**src/rtl/ref_lock_pkg.sv**
```systemverilog
package ref_lock_pkg;

  typedef enum logic [2:0] {
    ST_FREE   = 3'b001,
    ST_HOLD   = 3'b010,
    ST_LOCKED = 3'b100,
    ST_PRE2   = 3'b101,
    ST_PRE    = 3'b110,
    ST_LOL    = 3'b111
  } lk_state_e;

  function automatic logic is_legal(input logic [2:0] code);
    return (code != 3'b000) && (code != 3'b011);
  endfunction

  function automatic logic is_pre(input logic [2:0] code);
    return (code == ST_PRE) || (code == ST_PRE2);
  endfunction

endpackage

```
**src/rtl/ref_prio_pick.sv**
```systemverilog
module ref_prio_pick #(
  parameter int N  = 4,
  parameter int IW = $clog2(N)
) (
  input  logic [N-1:0]  req_i,
  output logic          any_o,
  output logic [IW-1:0] idx_o
);
  // lowest index wins
  always_comb begin
    idx_o = '0;
    for (int i = N - 1; i >= 0; i--) begin
      if (req_i[i]) idx_o = IW'(i);
    end
  end

  assign any_o = |req_i;
endmodule

```
**src/rtl/ref_qual.sv**
```systemverilog
module ref_qual #(
  parameter int N  = 4,
  parameter int IW = $clog2(N)
) (
  input  logic          clk_i,
  input  logic          rst_ni,
  input  logic [N-1:0]  raw_i,
  input  logic          fail_set_i,
  input  logic [IW-1:0] fail_idx_i,
  output logic [N-1:0]  eff_o
);
  logic [N-1:0] fail_q;

  for (genvar g = 0; g < N; g++) begin : g_bit
    // disqualification lasts until the raw flag drops
    always_ff @(posedge clk_i or negedge rst_ni) begin
      if (!rst_ni)                                     fail_q[g] <= 1'b0;
      else if (!raw_i[g])                              fail_q[g] <= 1'b0;
      else if (fail_set_i && (fail_idx_i == IW'(g)))   fail_q[g] <= 1'b1;
    end
  end

  assign eff_o = raw_i & ~fail_q;
endmodule

```
**src/rtl/sec_cnt.sv**
```systemverilog
module sec_cnt #(
  parameter int W = 8
) (
  input  logic         clk_i,
  input  logic         rst_ni,
  input  logic         clr_i,
  input  logic         inc_i,
  output logic [W-1:0] cnt_o
);
  always_ff @(posedge clk_i or negedge rst_ni) begin
    if (!rst_ni)                         cnt_o <= '0;
    else if (clr_i)                      cnt_o <= '0;
    else if (inc_i && (cnt_o != '1))     cnt_o <= cnt_o + 1'b1;
  end
endmodule

```
**src/rtl/ref_lock_ctrl.sv**
```systemverilog
module ref_lock_ctrl
  import ref_lock_pkg::*;
#(
  parameter int N_REF     = 4,
  parameter int TMR_W     = 16,
  parameter int LOCK_SEC  = 2,
  parameter int NOREF_SEC = 2,
  localparam int IW = $clog2(N_REF),
  localparam int HW = $clog2(LOCK_SEC + 1),
  localparam int NW = $clog2(NOREF_SEC + 1)
) (
  input  logic             clk_i,
  input  logic             rst_ni,
  input  logic [N_REF-1:0] ref_valid_i,
  input  logic             sec_tick_i,
  input  logic             phase_lock_i,
  input  logic [TMR_W-1:0] timeout_sec_i,
  input  logic             revert_en_i,
  input  logic             force_en_i,
  input  logic [2:0]       force_state_i,
  input  logic             irq_en_i,
  input  logic             chg_clr_i,
  input  logic             alarm_clr_i,
  output logic [2:0]       state_o,
  output logic [IW-1:0]    sel_o,
  output logic             sel_valid_o,
  output logic [N_REF-1:0] ref_valid_o,
  output logic             lock_alarm_o,
  output logic             state_chg_o,
  output logic             irq_o
);
  lk_state_e      state_q, state_d;
  logic [IW-1:0]  sel_q, sel_d;
  logic           has_q, has_d;
  logic           restart, fail_set;
  logic           alarm_q, chg_q;

  logic [N_REF-1:0] eff;
  logic             any;
  logic [IW-1:0]    best;

  logic [TMR_W-1:0] win_cnt;
  logic [HW-1:0]    hold_cnt;
  logic [NW-1:0]    noref_cnt;

  logic in_pre, sel_ok, higher, hold_done, win_done, noref_done, chg_now;

  ref_qual #(.N(N_REF)) u_qual (
    .clk_i      (clk_i),
    .rst_ni     (rst_ni),
    .raw_i      (ref_valid_i),
    .fail_set_i (fail_set),
    .fail_idx_i (sel_q),
    .eff_o      (eff)
  );

  ref_prio_pick #(.N(N_REF)) u_pick (
    .req_i (eff),
    .any_o (any),
    .idx_o (best)
  );

  assign in_pre  = is_pre(state_q);
  assign sel_ok  = has_q && eff[sel_q];
  assign higher  = revert_en_i && has_q && any && (best < sel_q);
  assign chg_now = (state_d != state_q);

  assign hold_done  = sec_tick_i && phase_lock_i && (hold_cnt == HW'(LOCK_SEC - 1));
  assign win_done   = sec_tick_i &&
                      (({1'b0, win_cnt} + 1'b1) >= {1'b0, timeout_sec_i});
  assign noref_done = sec_tick_i && (noref_cnt == NW'(NOREF_SEC - 1));

  sec_cnt #(.W(TMR_W)) u_win (
    .clk_i  (clk_i),
    .rst_ni (rst_ni),
    .clr_i  (restart || !in_pre || chg_now),
    .inc_i  (in_pre && sel_ok && sec_tick_i),
    .cnt_o  (win_cnt)
  );

  sec_cnt #(.W(HW)) u_hold (
    .clk_i  (clk_i),
    .rst_ni (rst_ni),
    .clr_i  (restart || !in_pre || chg_now || !phase_lock_i),
    .inc_i  (in_pre && sel_ok && sec_tick_i),
    .cnt_o  (hold_cnt)
  );

  sec_cnt #(.W(NW)) u_noref (
    .clk_i  (clk_i),
    .rst_ni (rst_ni),
    .clr_i  (restart || !in_pre || any || sel_ok),
    .inc_i  (in_pre && sec_tick_i),
    .cnt_o  (noref_cnt)
  );

  always_comb begin
    state_d  = state_q;
    sel_d    = sel_q;
    has_d    = has_q;
    restart  = 1'b0;
    fail_set = 1'b0;
    unique case (state_q)
      ST_FREE: begin
        if (any) begin
          state_d = ST_PRE;
          sel_d   = best;
          has_d   = 1'b1;
          restart = 1'b1;
        end
      end
      ST_PRE, ST_PRE2: begin
        if (sel_ok) begin
          if (higher) begin
            sel_d   = best;
            restart = 1'b1;
          end else if (hold_done) begin
            state_d = ST_LOCKED;
          end else if (win_done) begin
            fail_set = 1'b1;
            has_d    = 1'b0;
          end
        end else if (any) begin
          sel_d   = best;
          has_d   = 1'b1;
          restart = 1'b1;
        end else begin
          has_d = 1'b0;
          if (noref_done) state_d = ST_FREE;
        end
      end
      ST_LOCKED: begin
        if (!sel_ok || !phase_lock_i) begin
          state_d = ST_LOL;
        end else if (higher) begin
          state_d = ST_PRE2;
          sel_d   = best;
          restart = 1'b1;
        end
      end
      ST_LOL: begin
        if (any) begin
          state_d = ST_PRE2;
          sel_d   = best;
          has_d   = 1'b1;
          restart = 1'b1;
        end else begin
          state_d = ST_HOLD;
          has_d   = 1'b0;
        end
      end
      ST_HOLD: begin
        if (any) begin
          state_d = ST_PRE2;
          sel_d   = best;
          has_d   = 1'b1;
          restart = 1'b1;
        end
      end
      default: begin
        state_d = ST_FREE;
        has_d   = 1'b0;
      end
    endcase

    // software override wins over every automatic move
    if (force_en_i && is_legal(force_state_i)) begin
      state_d  = lk_state_e'(force_state_i);
      sel_d    = sel_q;
      has_d    = has_q;
      restart  = 1'b1;
      fail_set = 1'b0;
    end
  end

  always_ff @(posedge clk_i or negedge rst_ni) begin
    if (!rst_ni) begin
      state_q <= ST_FREE;
      sel_q   <= '0;
      has_q   <= 1'b0;
      alarm_q <= 1'b0;
      chg_q   <= 1'b0;
    end else begin
      state_q <= state_d;
      sel_q   <= sel_d;
      has_q   <= has_d;
      if (fail_set)         alarm_q <= 1'b1;
      else if (alarm_clr_i) alarm_q <= 1'b0;
      if (chg_now)          chg_q   <= 1'b1;
      else if (chg_clr_i)   chg_q   <= 1'b0;
    end
  end

  assign state_o      = state_q;
  assign sel_o        = sel_q;
  assign sel_valid_o  = has_q;
  assign ref_valid_o  = eff;
  assign lock_alarm_o = alarm_q;
  assign state_chg_o  = chg_q;
  assign irq_o        = chg_q && irq_en_i;

endmodule

```
**config.mk**
```make
export PLATFORM = sky130hd
export DESIGN_NAME = ref_lock_ctrl
export DESIGN_NICKNAME = d
export VERILOG_FILES = /design/src/rtl/ref_lock_pkg.sv /design/src/rtl/ref_prio_pick.sv /design/src/rtl/ref_qual.sv /design/src/rtl/sec_cnt.sv /design/src/rtl/ref_lock_ctrl.sv
export SDC_FILE = /design/constraint.sdc
export NUM_CORES = 1
export LEC_CHECK = 0
export BUFFER_PORTS_ARGS = -buffer_cell sky130_fd_sc_hd__buf_4
export CORE_ASPECT_RATIO = 0.7
export CORE_MARGIN = 1.5
export CORE_UTILIZATION = 46
export DETAILED_ROUTE_END_ITERATION = 16
export GPL_ROUTABILITY_DRIVEN = 0
export PLACE_DENSITY_LB_ADDON = 0.15
export SLEW_MARGIN = 20
export SYNTH_ARGS = -nofsm -noshare
export SYNTH_HDL_FRONTEND = slang
export SYNTH_HIERARCHICAL = 1
export SYNTH_SLANG_ARGS = --single-unit
```
**constraint.sdc**
```tcl
create_clock -name clk_i -period 3.4 [get_ports clk_i]
set_input_delay 0.34 -clock clk_i [delete_from_list [all_inputs] [get_ports clk_i]]
set_output_delay 0.34 -clock clk_i [all_outputs]
set_load 0.02 [all_outputs]
```
==> results of run 1 <==
## worst max-delay path by stage
stage / slack, ns / from / depth (start not counted) / to
after floorplan: 0.34 / u_qual/fail_q[2] / 12 / u_win/cnt_o[12]
after global placement: 0.32 / ref_valid_i[3] / 13 / u_win/cnt_o[1]
after detailed placement: 0.29 / ref_valid_i[3] / 13 / u_win/cnt_o[1]
after CTS: 0.32 / u_win/cnt_o[0] / 14 / u_qual/fail_q[3]
after global routing: 0.04 / u_qual/fail_q[3] / 11 / u_hold/cnt_o[1]
final: 0.30 / u_win/cnt_o[0] / 14 / u_qual/fail_q[3]
## layer usage
metal | share of wire [%] | vias up | global-route usage, % | wire, um
li1 | - | 1393 | - | -
met1 | 57 | 1311 | 37.4 | 4160
met2 | 37 | 89 | 29.4 | 2730
met3 | 6.0 | 2 | 4.30 | 440
met4 | 0.35 | 0 | 3.29 | 26
met5 | 0 | - | 0 | 0
## registers in the layout, summed over array words and instances (netlist names)
name,count
u_win/cnt_o,16
sel_valid_o,1
u_hold/cnt_o,2
u_qual/fail_q,4
lock_alarm_o,1
state_o,3
state_chg_o,1
sel_o,2
u_noref/cnt_o,2
## metrics by stage
stage | area (um^2) | power [mW] | worst slack [ns]
floorplan | 2980 | 1.06 | 0.342
detailed placement | 3470 | 1.29 | 0.290
global placement | 3470 | 1.30 | 0.317
global route | 3560 | 1.73 | 0.0367
CTS | 3560 | 1.62 | 0.321
finish | 3560 | 1.62 | 0.304
## synth_stat cells, drive strengths merged (6+ instances only)
master   n
a31oi    6
and2     6
nor2b   19
mux2     6
a21oi   17
nor2    21
xor2     7
nand2   31
dfrtp   31
xnor2   11
or3      7
o21ai   16
inv     23
nand4   13
ha      21
a211oi   8
nor3     9
nand2b   9
nand3   15
## critical path, delay by kind of cell, from the launching register on
kind / cells / cell delay (ns)
buffers and inverters: 1 / 0.16
flip-flops: 1 / 0.47
AO/OA/AOI/OAI: 6 / 1.04
XOR/XNOR: 1 / 0.12
adder cells (fa/ha/maj): 2 / 0.49
AND/OR/NAND/NOR: 4 / 0.72
## power groups by stage
stage,logic (mW),registers [mW],clock network (mW)
4_1_cts,0.775,0.516,0.328
3_3_place_gp,0.773,0.522,0
3_5_place_dp,0.772,0.522,0
6_report,0.782,0.517,0.317
5_1_grt,0.851,0.529,0.347
2_1_floorplan,0.539,0.521,0
## cell families after synthesis
group | count (synthesis) | share of synthesized area [%]
compound gates | 79 | 19.2
xor+xnor | 18 | 5.30
fa+ha+maj | 21 | 8.83
buf+inv | 30 | 3.99
flops | 32 | 27.0
mux | 8 | 3.74
simple gates | 155 | 32.0
## cell type report
class                           instances  area, um^2  share of cell area (%)
Timing Repair Buffer                   57         428                    12.0
Multi-Input combinational cell        281        2050                    57.6
Sequential cell                        32         802                    22.5
Inverter                               23        86.3                    2.42
Tap cell                               78        97.6                    2.74
Clock buffer                            7        96.3                    2.70
==> results.txt, run 1 <==
Remaining antenna violation count: 0
Syn_nets: 396
Clock Skew: 0.00685 ns
# port buffers: 44
Cts bufs inserted: 5
Largest net degree at the start of global routing: 33
Worst r2r src: u_win/cnt_o[0]
Crit path kind: reg2reg
Total routed wirelength: 7360 um
Lkg Pwr: 1.63 nW
Startpoint type of the worst setup path: flop
CP Cell Sequence: ha_1, nand4_1, nor4_2, xor2_1, ha_1, a211oi_1, o21ai_0, o211ai_1, a211oi_1, a21oi_1, nor3_1, buf_4, a31oi_1, nor2b_1
Crit end category: flop
Antenna Cells: 0
Placed Instances: 471
P&R area growth vs syn: 19.8%
Finished Layout Cells: 478
Peak VDD IR: 209 uV
Commonest non-fill, non-tap cell in the layout: buf_4
R2R setup slack: 0.30 ns
Final setup fails: 0
CTS Sinks: 32
Mapped Cells: 343
Worst min path class: in2async
Setup bufs post-CTS: 0
Most used DFF post-synth: dfrtp_1
Register area share after synthesis: 27.0%
Critical path peak fanout: 8
Filler cell count: 593
Starting Density: 47.6%
Post-DR wirelength/cell: 15.4 um
# H-tree levels: 2
Hold-fix buffers, CTS: 0
Max Transition Viols Final: 0
Synth top area cells: dfrtp_1, ha_1, nand2_1
Slew headroom: 63.0%
HPWL Detailed: 5750 um
DIE WIDTH: 99.1 um
Crit path DAT: 3.26 ns
# IOs: 45
Worst hold margin: 0.00174 ns
CTS tree: yes
Worst r2r path cells: 14
Crit path max-delay cell type: dfrtp_1
Register bit count reported by yosys: 32
Syn. warnings: 6
Net switching power: 0.668 mW
Number of global-route vias before repair: 2520
Via count: 2795
Largest area contributor in the netlist: dfrtp_1
EDFF count, synth: 0
Worst Tran Pin Value: 0.555 ns
Share of total power in combinational logic: 48.4%
Post-Syn Area: 2980 um^2
RSZ-0062 raised after global routing: no
R2R Path End: u_qual/fail_q[3]
Count of cell types in the netlist: 71
Status: completed
DR DRC count: 0
Most frequent cells in the layout: buf_4, dfrtp_1, nand2_1, inv_1
Int Power: 0.948 mW
Die Y: 70.3 um
Register clock-pin slew on the reported worst setup and hold paths: 0.07 ns
Final nets: 453
Pwr Density: 453 nW/um^2
# resized after CTS: 0
Syn avg cell area: 8.67 um^2
Fraction of registers with async set/reset: 100%
GRT Residual Overflow: 0
Clk_lat worst skew: 0.28 ns
Max-cap viol count: 0
Switching share of power: 41.4%
Initial antenna violation count: 0
Clock Path Buffers: 2
Vias/cell: 5.85
Tot GR Track Use: 22.4%
Die Footprint: 6970 um^2
CTS root buffer: clkbuf_8
# rows: 24
Fin crit share: 91.0%
Finished Core Util: 57.1%
Sequential power share: 32.0%
First-pass GRT wire length: 12500 um
Clock power frac: 19.6%
Top cell type's share of synthesized area: 26.1%
CP max stage delay: 0.47 ns
CP Data Required Time: 3.57 ns
Total negative slack: 0 ns
Layout cell share with drive strength beyond 1: 23.3%
Core footprint: 6250 um^2
Final Hold Viols: 0
Drt pass-1 iters: 5
Final min period: 3.10 ns
Initial DRC Count: 264
FMAX: 0.323 GHz
Note: power is estimated with default switching activity, not from simulation.
==> inputs of run 2 (changes only) <==
--- a/config.mk
+++ b/config.mk
@@ -9,9 +9,11 @@
 export CORE_ASPECT_RATIO = 0.7
 export CORE_MARGIN = 1.5
 export CORE_UTILIZATION = 46
+export CTS_BUF_LIST = sky130_fd_sc_hd__clkbuf_4
 export DETAILED_ROUTE_END_ITERATION = 16
 export GPL_ROUTABILITY_DRIVEN = 0
 export PLACE_DENSITY_LB_ADDON = 0.15
+export RECOVER_POWER = 25
 export SLEW_MARGIN = 20
 export SYNTH_ARGS = -nofsm -noshare
 export SYNTH_HDL_FRONTEND = slang
==> run 2 against run 1 <==
The flow now finishes with violations (max-capacitance violations, max-slew violations). Die area is the same. Sequential power about the same. Count of clock-buffer cells in the layout decreased by 2. Non-clock buffer count up 1.
==> results.txt, run 2 (synthesized netlist as in run 1, its figures left out) <==
Status: finished, violations left (was completed)
Failing checks: max-capacitance violations, max-slew violations
Fin area: 3520 um^2 (was 3560 um^2)
Fin crit share: 91.1% (was 91.0%)
Worst min path class: in2reg (was in2async)
Peak VDD IR: 207 uV (was 209 uV)
Commonest non-fill, non-tap cell in the layout: buf_4 (unchanged)
Clock Path Buffers: 2 (unchanged)
Final setup fails: 0 (unchanged)
Clk_lat worst skew: 0.33 ns (was 0.28 ns)
# IOs: 45 (unchanged)
Max Transition Viols Final: 33 (was 0)
Crit end category: flop (unchanged)
Most frequent cells in the layout: buf_4, dfrtp_1, nand2_1, inv_1 (unchanged)
Die Footprint: 6970 um^2 (unchanged)
CTS Sinks: 32 (unchanged)
Top reg by flops: u_win/cnt_o (unchanged)
Via count: 2770 (was 2795)
Antenna Cells: 0 (unchanged)
Max-cap viol count: 1 (was 0)
Cts bufs inserted: 5 (unchanged)
Final Hold Viols: 0 (unchanged)
DIE WIDTH: 99.1 um (unchanged)
Total negative slack: 0 ns (unchanged)
Crit path DAT: 3.33 ns (was 3.26 ns)
# port buffers: 44 (unchanged)
Pwr Density: 427 nW/um^2 (was 453 nW/um^2)
Core footprint: 6250 um^2 (unchanged)
GRT Residual Overflow: 0 (unchanged)
Setup bufs post-CTS: 0 (unchanged)
Lkg Pwr: 1.60 nW (was 1.63 nW)
Drt pass-1 iters: 4 (was 5)
DR DRC count: 0 (unchanged)
Filler cell count: 600 (was 593)
RSZ-0062 raised after global routing: no (unchanged)
Remaining antenna violation count: 0 (unchanged)
Initial antenna violation count: 0 (unchanged)
Crit path kind: reg2reg (unchanged)
Startpoint type of the worst setup path: flop (unchanged)
Final Power: 1.50 mW (was 1.62 mW)
# rows: 24 (unchanged)
Critical path peak fanout: 8 (unchanged)
Post-DR wirelength/cell: 15.3 um (was 15.4 um)
Total routed wirelength: 7350 um (was 7360 um)
First-pass GRT wire length: 12400 um (was 12500 um)
Vias/cell: 5.78 (was 5.85)
Worst hold margin: 0.190 ns (was 0.00174 ns)
Layout cell share with drive strength beyond 1: 22.4% (was 23.3%)
Final min period: 3.10 ns (about the same)
Worst Tran Pin Value: 1.87 ns (was 0.555 ns)
Number of global-route vias before repair: 2496 (was 2520)
Number of flip-flops in the largest register: 16 (unchanged)
Slew headroom: -24.5% (was 63.0%)
Placed cell area: 3470 um^2 (unchanged)
Largest net degree at the start of global routing: 33 (unchanged)
# H-tree levels: 2 (unchanged)
Final nets: 454 (was 453)
Starting Density: 47.6% (unchanged)
Hold-fix buffers, CTS: 1 (was 0)
CTS root buffer: clkbuf_4 (was clkbuf_8)
Clock Skew: 0.0121 ns (was 0.00685 ns)
# resized after CTS: 0 (unchanged)
Tot GR Track Use: 22.5% (was 22.4%)
FMAX: 0.323 GHz (about the same)
Register clock-pin slew on the reported worst setup and hold paths: 0.11 ns (was 0.07 ns)
Initial DRC Count: 254 (was 264)
P&R area growth vs syn: 18.3% (was 19.8%)
Die Y: 70.3 um (unchanged)
HPWL Detailed: 5750 um (unchanged)
CTS tree: yes (unchanged)
CP Data Required Time: 3.63 ns (was 3.57 ns)
[run 2: changes by cell type in the layout (fill, tap and decap cells not counted), sizes merged]
| cell | previous run | this run |
|---|---|---|
| buf | 57 | 56 |
| clkbuf | 7 | 6 |
| clkinv | 0 | 2 |
| dlygate4sd3 | 0 | 1 |
[run 2: path summary, 6_finish.rpt]
kind,start,end,slack (ns),cells after the start
max reg2reg,u_win/cnt_o[0],u_qual/fail_q[3],0.30,14
max in group asynchronous,rst_ni,u_win/cnt_o[14],1.28,2
min,alarm_clr_i,lock_alarm_o,0.19,2
min in group asynchronous,rst_ni,sel_valid_o,1.05,2
min reg2reg,u_qual/fail_q[1],u_qual/fail_q[1],0.50,2
max,u_win/cnt_o[0],u_qual/fail_q[3],0.30,14
[run 2: area by class of cell]
class                           count  area, um^2  area share (%)
Clock buffer                        5        37.5            1.07
Clock inverter                      2        7.51           0.213
Inverter                           23        86.3            2.45
Multi-Input combinational cell    281        2050            58.4
Sequential cell                    32         802            22.8
Tap cell                           78        97.6            2.77
Timing Repair Buffer               58         434            12.3
[run 2: metal layers]
layer	routed length, um	global-route usage, %
met1	4090	37.5
met5	0	0
met4	37	4.23
met2	2690	29.0
met3	536	4.40
[run 2: through the flow]
stage	utilization, %	std cells	setup WS [ns]
after detailed placement	55.5	471	0.290
final	56.4	479	0.301
after floorplan	-	343	0.342
after global routing	56.4	479	0.0147
after global placement	55.5	471	0.317
after CTS	56.4	479	0.311
[run 2: worst max-delay path: stages (launching register included)]
cell,delay (ns)
dfrtp_1,0.48
ha_1,0.27
nand4_1,0.17
nor4_2,0.38
xor2_1,0.12
ha_1,0.22
a211oi_1,0.21
o21ai_0,0.12
o211ai_1,0.12
a211oi_1,0.10
a21oi_1,0.34
nor3_1,0.11
buf_4,0.16
a31oi_1,0.15
nor2b_1,0.06
[run 2: power breakdown]
part	total [mW]	internal, mW	switching, mW	leakage [nW]
Combinational	0.781	0.343	0.438	1.15
Sequential	0.517	0.424	0.0928	0.431
Clock	0.204	0.0722	0.131	0.0261
